===== src/rtl/gpio_irq_pkg.sv =====
package gpio_irq_pkg;

    localparam int ADDR_W = 4;

    typedef enum logic [ADDR_W-1:0] {
        REG_OUT      = 4'd0,
        REG_DIR      = 4'd1,
        REG_PIN      = 4'd2,
        REG_SENSE    = 4'd3,
        REG_EDGE     = 4'd4,
        REG_LEVEL    = 4'd5,
        REG_MASK     = 4'd6,
        REG_EVENT    = 4'd7,
        REG_SLP_OUT  = 4'd8,
        REG_SLP_MASK = 4'd9,
        REG_FLT_OUT  = 4'd10,
        REG_ALT      = 4'd11
    } reg_sel_e;

endpackage


===== src/rtl/gpio_sync.sv =====
module gpio_sync #(
    parameter int W      = 16,
    parameter int STAGES = 2
) (
    input  logic         clk_i,
    input  logic         rst_ni,
    input  logic [W-1:0] d_i,
    output logic [W-1:0] q_o
);

    logic [W-1:0] chain_d [STAGES];
    logic [W-1:0] chain_q [STAGES];

    always_comb begin
        chain_d[0] = d_i;
        for (int s = 1; s < STAGES; s++) begin
            chain_d[s] = chain_q[s-1];
        end
    end

    always_ff @(posedge clk_i or negedge rst_ni) begin
        if (!rst_ni) begin
            for (int s = 0; s < STAGES; s++) begin
                chain_q[s] <= '0;
            end
        end else begin
            for (int s = 0; s < STAGES; s++) begin
                chain_q[s] <= chain_d[s];
            end
        end
    end

    assign q_o = chain_q[STAGES-1];

endmodule


===== src/rtl/gpio_event.sv =====
module gpio_event #(
    parameter int W = 16
) (
    input  logic         clk_i,
    input  logic         rst_ni,
    input  logic [W-1:0] lvl_i,
    input  logic [W-1:0] sense_i,
    input  logic [W-1:0] edge_sel_i,
    input  logic [W-1:0] level_sel_i,
    output logic [W-1:0] hit_o,
    output logic [W-1:0] prev_o
);

    logic [W-1:0] prev_d;
    logic [W-1:0] prev_q;

    always_comb begin
        prev_d = lvl_i;
    end

    always_ff @(posedge clk_i or negedge rst_ni) begin
        if (!rst_ni) begin
            prev_q <= '0;
        end else begin
            prev_q <= prev_d;
        end
    end

    for (genvar p = 0; p < W; p++) begin : g_pin
        logic rise;
        logic fall;
        logic edge_hit;
        logic level_hit;
        assign rise      = lvl_i[p] & ~prev_q[p];
        assign fall      = ~lvl_i[p] & prev_q[p];
        assign edge_hit  = edge_sel_i[p] ? rise : fall;
        assign level_hit = (lvl_i[p] == level_sel_i[p]);
        assign hit_o[p]  = sense_i[p] ? edge_hit : level_hit;
    end

    assign prev_o = prev_q;

endmodule


===== src/rtl/gpio_irq_bank.sv =====
module gpio_irq_bank
    import gpio_irq_pkg::*;
#(
    parameter int NPINS = 16
) (
    input  logic                clk_i,
    input  logic                rst_ni,
    input  logic                wr_en_i,
    input  logic [ADDR_W-1:0]   addr_i,
    input  logic [NPINS-1:0]    wdata_i,
    output logic [NPINS-1:0]    rdata_o,
    input  logic [NPINS-1:0]    pin_i,
    output logic [NPINS-1:0]    pin_o,
    output logic [NPINS-1:0]    pin_oe_o,
    output logic                irq_o
);

    typedef struct packed {
        logic [NPINS-1:0] out;
        logic [NPINS-1:0] dir;
        logic [NPINS-1:0] sense;
        logic [NPINS-1:0] edge_sel;
        logic [NPINS-1:0] level_sel;
        logic [NPINS-1:0] mask;
        logic [NPINS-1:0] evt;
        logic [NPINS-1:0] slp_out;
        logic [NPINS-1:0] slp_mask;
        logic [NPINS-1:0] flt_out;
        logic [NPINS-1:0] alt;
    } bank_regs_t;

    localparam bank_regs_t RESET_VAL = '{
        out:       '0,
        dir:       '0,
        sense:     '1,
        edge_sel:  '0,
        level_sel: '0,
        mask:      '1,
        evt:       '0,
        slp_out:   '0,
        slp_mask:  '0,
        flt_out:   '0,
        alt:       '0
    };

    bank_regs_t       regs_d;
    bank_regs_t       regs_q;
    logic [NPINS-1:0] pin_sync;
    logic [NPINS-1:0] pin_prev;
    logic [NPINS-1:0] hit;

    gpio_sync #(
        .W      (NPINS),
        .STAGES (2)
    ) i_sync (
        .clk_i  (clk_i),
        .rst_ni (rst_ni),
        .d_i    (pin_i),
        .q_o    (pin_sync)
    );

    gpio_event #(
        .W (NPINS)
    ) i_event (
        .clk_i       (clk_i),
        .rst_ni      (rst_ni),
        .lvl_i       (pin_sync),
        .sense_i     (regs_q.sense),
        .edge_sel_i  (regs_q.edge_sel),
        .level_sel_i (regs_q.level_sel),
        .hit_o       (hit),
        .prev_o      (pin_prev)
    );

    always_comb begin
        regs_d = regs_q;
        if (wr_en_i) begin
            case (reg_sel_e'(addr_i))
                REG_OUT:      regs_d.out       = wdata_i;
                REG_DIR:      regs_d.dir       = wdata_i;
                REG_SENSE:    regs_d.sense     = wdata_i;
                REG_EDGE:     regs_d.edge_sel  = wdata_i;
                REG_LEVEL:    regs_d.level_sel = wdata_i;
                REG_MASK:     regs_d.mask      = wdata_i;
                REG_EVENT:    regs_d.evt       = wdata_i;
                REG_SLP_OUT:  regs_d.slp_out   = wdata_i;
                REG_SLP_MASK: regs_d.slp_mask  = wdata_i;
                REG_FLT_OUT:  regs_d.flt_out   = wdata_i;
                REG_ALT:      regs_d.alt       = wdata_i;
                default: ;
            endcase
        end
        regs_d.evt = regs_d.evt | hit;
    end

    always_ff @(posedge clk_i or negedge rst_ni) begin
        if (!rst_ni) begin
            regs_q <= RESET_VAL;
        end else begin
            regs_q <= regs_d;
        end
    end

    always_comb begin
        case (reg_sel_e'(addr_i))
            REG_OUT:      rdata_o = regs_q.out;
            REG_DIR:      rdata_o = regs_q.dir;
            REG_PIN:      rdata_o = pin_sync;
            REG_SENSE:    rdata_o = regs_q.sense;
            REG_EDGE:     rdata_o = regs_q.edge_sel;
            REG_LEVEL:    rdata_o = regs_q.level_sel;
            REG_MASK:     rdata_o = regs_q.mask;
            REG_EVENT:    rdata_o = regs_q.evt;
            REG_SLP_OUT:  rdata_o = regs_q.slp_out;
            REG_SLP_MASK: rdata_o = regs_q.slp_mask;
            REG_FLT_OUT:  rdata_o = regs_q.flt_out;
            REG_ALT:      rdata_o = regs_q.alt;
            default:      rdata_o = '0;
        endcase
    end

    assign pin_o    = regs_q.out;
    assign pin_oe_o = regs_q.dir;
    assign irq_o    = |(regs_q.evt & ~regs_q.mask);

endmodule


===== config.mk =====
export PLATFORM = sky130hd
export DESIGN_NAME = gpio_irq_bank
export DESIGN_NICKNAME = d
export VERILOG_FILES = /design/src/rtl/gpio_irq_pkg.sv /design/src/rtl/gpio_sync.sv /design/src/rtl/gpio_event.sv /design/src/rtl/gpio_irq_bank.sv
export SDC_FILE = /design/constraint.sdc
export NUM_CORES = 1
export LEC_CHECK = 0
export ABC_AREA = 1
export BUFFER_PORTS_ARGS = -buffer_cell sky130_fd_sc_hd__buf_4
export CAP_MARGIN = 20
export CORE_UTILIZATION = 30
export DETAILED_ROUTE_END_ITERATION = 16
export PLACE_DENSITY = 0.52
export REMOVE_ABC_BUFFERS = 1
export SLEW_MARGIN = 20
export SYNTH_ARGS = -nofsm -noshare
export SYNTH_HDL_FRONTEND = slang
export SYNTH_SLANG_ARGS = --single-unit

===== constraint.sdc =====
create_clock -name clk_i -period 2.6 [get_ports clk_i]
set_input_delay 0.52 -clock clk_i [delete_from_list [all_inputs] [get_ports clk_i]]
set_output_delay 0.52 -clock clk_i [all_outputs]
set_load 0.005 [all_outputs]

==> impl_metrics.csv <==
group,metric,value,unit
cells_and_area,nets,1357,
clocking,clk_pin_slew,60,ps
global_routing,overflow,0,
pwr,powerDensity,798,nW/um2
cells_and_area,utilization,36.7,%
placed_design,dp_hpwl,18400,um
logic_synthesis,syn_inst,1275,
floorplanning,num_io_pins,88,
logic_synthesis,yosysTopAreaCellShare,46.3,%
sta,hold_viol_final,0,
route,routedWlPerCell,16.6,um
cells_and_area,fillers,3468,
cells_and_area,multi_input_area,3970,um2
floorplanning,die_x,188,um
placed_design,portBuffers,87,
logic_synthesis,yosys.area_share.simple,26.6,%
logic_synthesis,avgSynthCellArea,8.14,um2
logic_synthesis,ys_top_cells_by_area,"dfrtp_1 46%, nand2_1 13%, nand3_1 9.2%",
global_routing,track_usage,17.1,%
floorplanning,die_height,188,um
sta,fmax,0.406,GHz
clocking,clkSinkCount,224,
route,drc,0,
route,drtIter0Drc,610,
cells_and_area,n_antenna_cell,0,
global_routing,antenna_found_initial,0,
logic_synthesis,synth_top_area_cell,"dfrtp_1",
cells_and_area,drive_above_1_share,16.2,%
clocking,clock_path_buffers,3,
sta,slew_headroom,58.8,%
logic_synthesis,synth_mux_area_share,0,%
worst_setup_path,critPathKind,"reg2out",
route,dr.pass1.iters,5,
worst_setup_path,max_stage_delay,550,ps
worst_setup_path,regToRegSetupSlack,1550,ps
global_routing,grt_max_degree,69,
sta,setup_viol,0,
clocking,clk_latency,530,ps
logic_synthesis,ys_types,22,
sta,skew,10.6,ps
worst_setup_path,cpLargestDelayFamily,"simple AND/OR/NAND/NOR gates",
sta,rsz0062_at_grt,"false",
logic_synthesis,synth_seq_area_share,54.4,%
logic_synthesis,syn-cell-area,10400,um2
sta,slew_violations,0,
sta,fin_crit,2460,ps
worst_setup_path,critPathBufInv,2,
worst_setup_path,critPathMaxFanout,3,
route,vias_per_cell,4.74,
cells_and_area,syn_to_final_growth,19.5,%
worst_setup_path,cpMaxStageDelayCell,"dfstp_2",
clocking,cts-root-buf,"clkbuf_16",
clocking,cts_buffers,27,
clocking,htree_num_levels,1,
global_routing,grt_pass1_wl,47700,um
hold_path,min_path_type,"in2reg",
floorplanning,floorplan.initialDensity,30.7,%
route,ant_nets,0,
placed_design,gp_congestion,0.772,
route,num_vias,8466,
global_routing,grt_pass1_vias,8142,
sta,post-route-period-util,94.7,%
logic_synthesis,synth_fa_ha_area_share,0,%
run_status,status,"finished, final reports clean",
floorplanning,dieArea,35400,um2
logic_synthesis,ys_seq_elements,224,
pwr,power_leakage,6.01,nW
floorplanning,rows,67,
logic_synthesis,synth_compound_area_share,10.2,%
sta,worst_pin_slew,616,ps
floorplanning,coreArea,33800,um2
logic_synthesis,ys_warn_count,0,
logic_synthesis,synth_xor_area_share,1.18,%
cells_and_area,final_common_cell,"nand2_1",
job,maxCapViolCount,0,
route,routed_wl,29600,um
pwr,max-vdd-ir-drop,0.450,mV
worst_setup_path,crit_top_cell,"nand2_1",
worst_setup_path,cp-start-kind,"flip-flop",
worst_setup_path,critPathCaptureType,"output pin",
cells_and_area,layout_common_cells,"368 x nand2_1, 192 x dfrtp_1, 191 x nand3_1",
sta,finalSetupTns,0,ps
logic_synthesis,synth_top_family_by_area,"simple AND/OR/NAND/NOR gates",
worst_setup_path,critical_path.cell_chain,"inv_1 > nand2_1 > o21ai_0 > or2_2 > nor2_1 > nand2_1 > buf_4",
worst_setup_path,required,2080,ps
worst_setup_path,cp.arrival,1940,ps
clocking,cts_tree,"done",
cells_and_area,regArea,5650,um2
## registers in the layout, indices dropped and copies added (netlist names)
register and count:
i_sync.q_o 16, pin_o 16, pin_oe_o 16, i_event.prev_o 16, i_sync.chain_d 16, regs_q 144
## what timing repair did
action	in CTS	in global routing
buffers inserted	0	0
hold endpoints to repair	46	0
gates resized for setup	0	0
endpoints found under the setup margin	0	0
hold buffers	1	0
## area by class of cell
cell class                 count  area share, %
sequential                   224           45.5
clock inverter                 7          0.918
multi-input combinational    882           32.0
clock buffer                  41           6.68
timing repair buffer         127           8.68
inverter                      56           1.69
tap                          448           4.52
## where the power goes
part / switching, mW / internal [mW]
Combinational: 0.760 / 0.615
Clock: 1.50 / 2.48
Sequential: 0.422 / 4.12
Total: 2.68 / 7.21
## per-stage QoR
stage               setup slack [ps]  cell area (um2)  hold slack (ps)  cells  power, mW
detailed placement               337            11500              335   1736       6.00
floorplan                      -1640             9790              224   1162       5.25
finish                           138            12400             89.6   1785       9.90
global placement                 346            11500              332   1736       5.96
CTS                              132            12400             71.0   1785       10.0
global route                    16.5            12400             73.5   1785       10.4
## cell usage after synthesis, drive strengths merged
| master | number |
|---|---|
| nand2 | 369 |
| dfrtp | 192 |
| nand3 | 192 |
| o21ai | 192 |
| nor2 | 89 |
| buf | 67 |
| inv | 56 |
| clkbuf | 46 |
| dfstp | 32 |
| a21oi | 16 |
| xor2 | 14 |
| nand4 | 5 |
| o21bai | 2 |
| or2 | 2 |
| nor3 | 1 |
## logic make-up (layout without fill, tap and decap cells)
family / after synthesis / in the layout
AOI/OAI and AO/OA: 210 / 210
and+or+nand+nor: 658 / 658
DFF: 224 / 224
xor gates and xnor gates: 14 / 14
buffers and inverters: 169 / 231
## metal layers
| metal | up-vias | global-route usage, % | part of all wire, % |
|---|---|---|---|
| li1 | 4207 | - | - |
| met1 | 4028 | 25.1 | 49 |
| met3 | 39 | 1.97 | 4.2 |
| met5 | - | 0 | 0 |
| met4 | 0 | 3.53 | 1.9 |
| met2 | 192 | 27.0 | 45 |
## worst paths after layout
| kind | from | endpoint | depth (start not counted) |
|---|---|---|---|
| worst max-delay path | regs_q[95] | irq_o | 7 |
| worst min-delay path | pin_i[9] | i_sync.chain_d[9] | 1 |
| worst max register to register | i_sync.q_o[6] | regs_q[70] | 6 |
| worst min register to register | i_sync.chain_d[10] | i_sync.q_o[10] | 0 |
| max in group asynchronous | rst_ni | regs_q[80] | 3 |
| min in group asynchronous | rst_ni | i_sync.chain_d[3] | 2 |
Note: power is estimated with default switching activity, not from simulation.
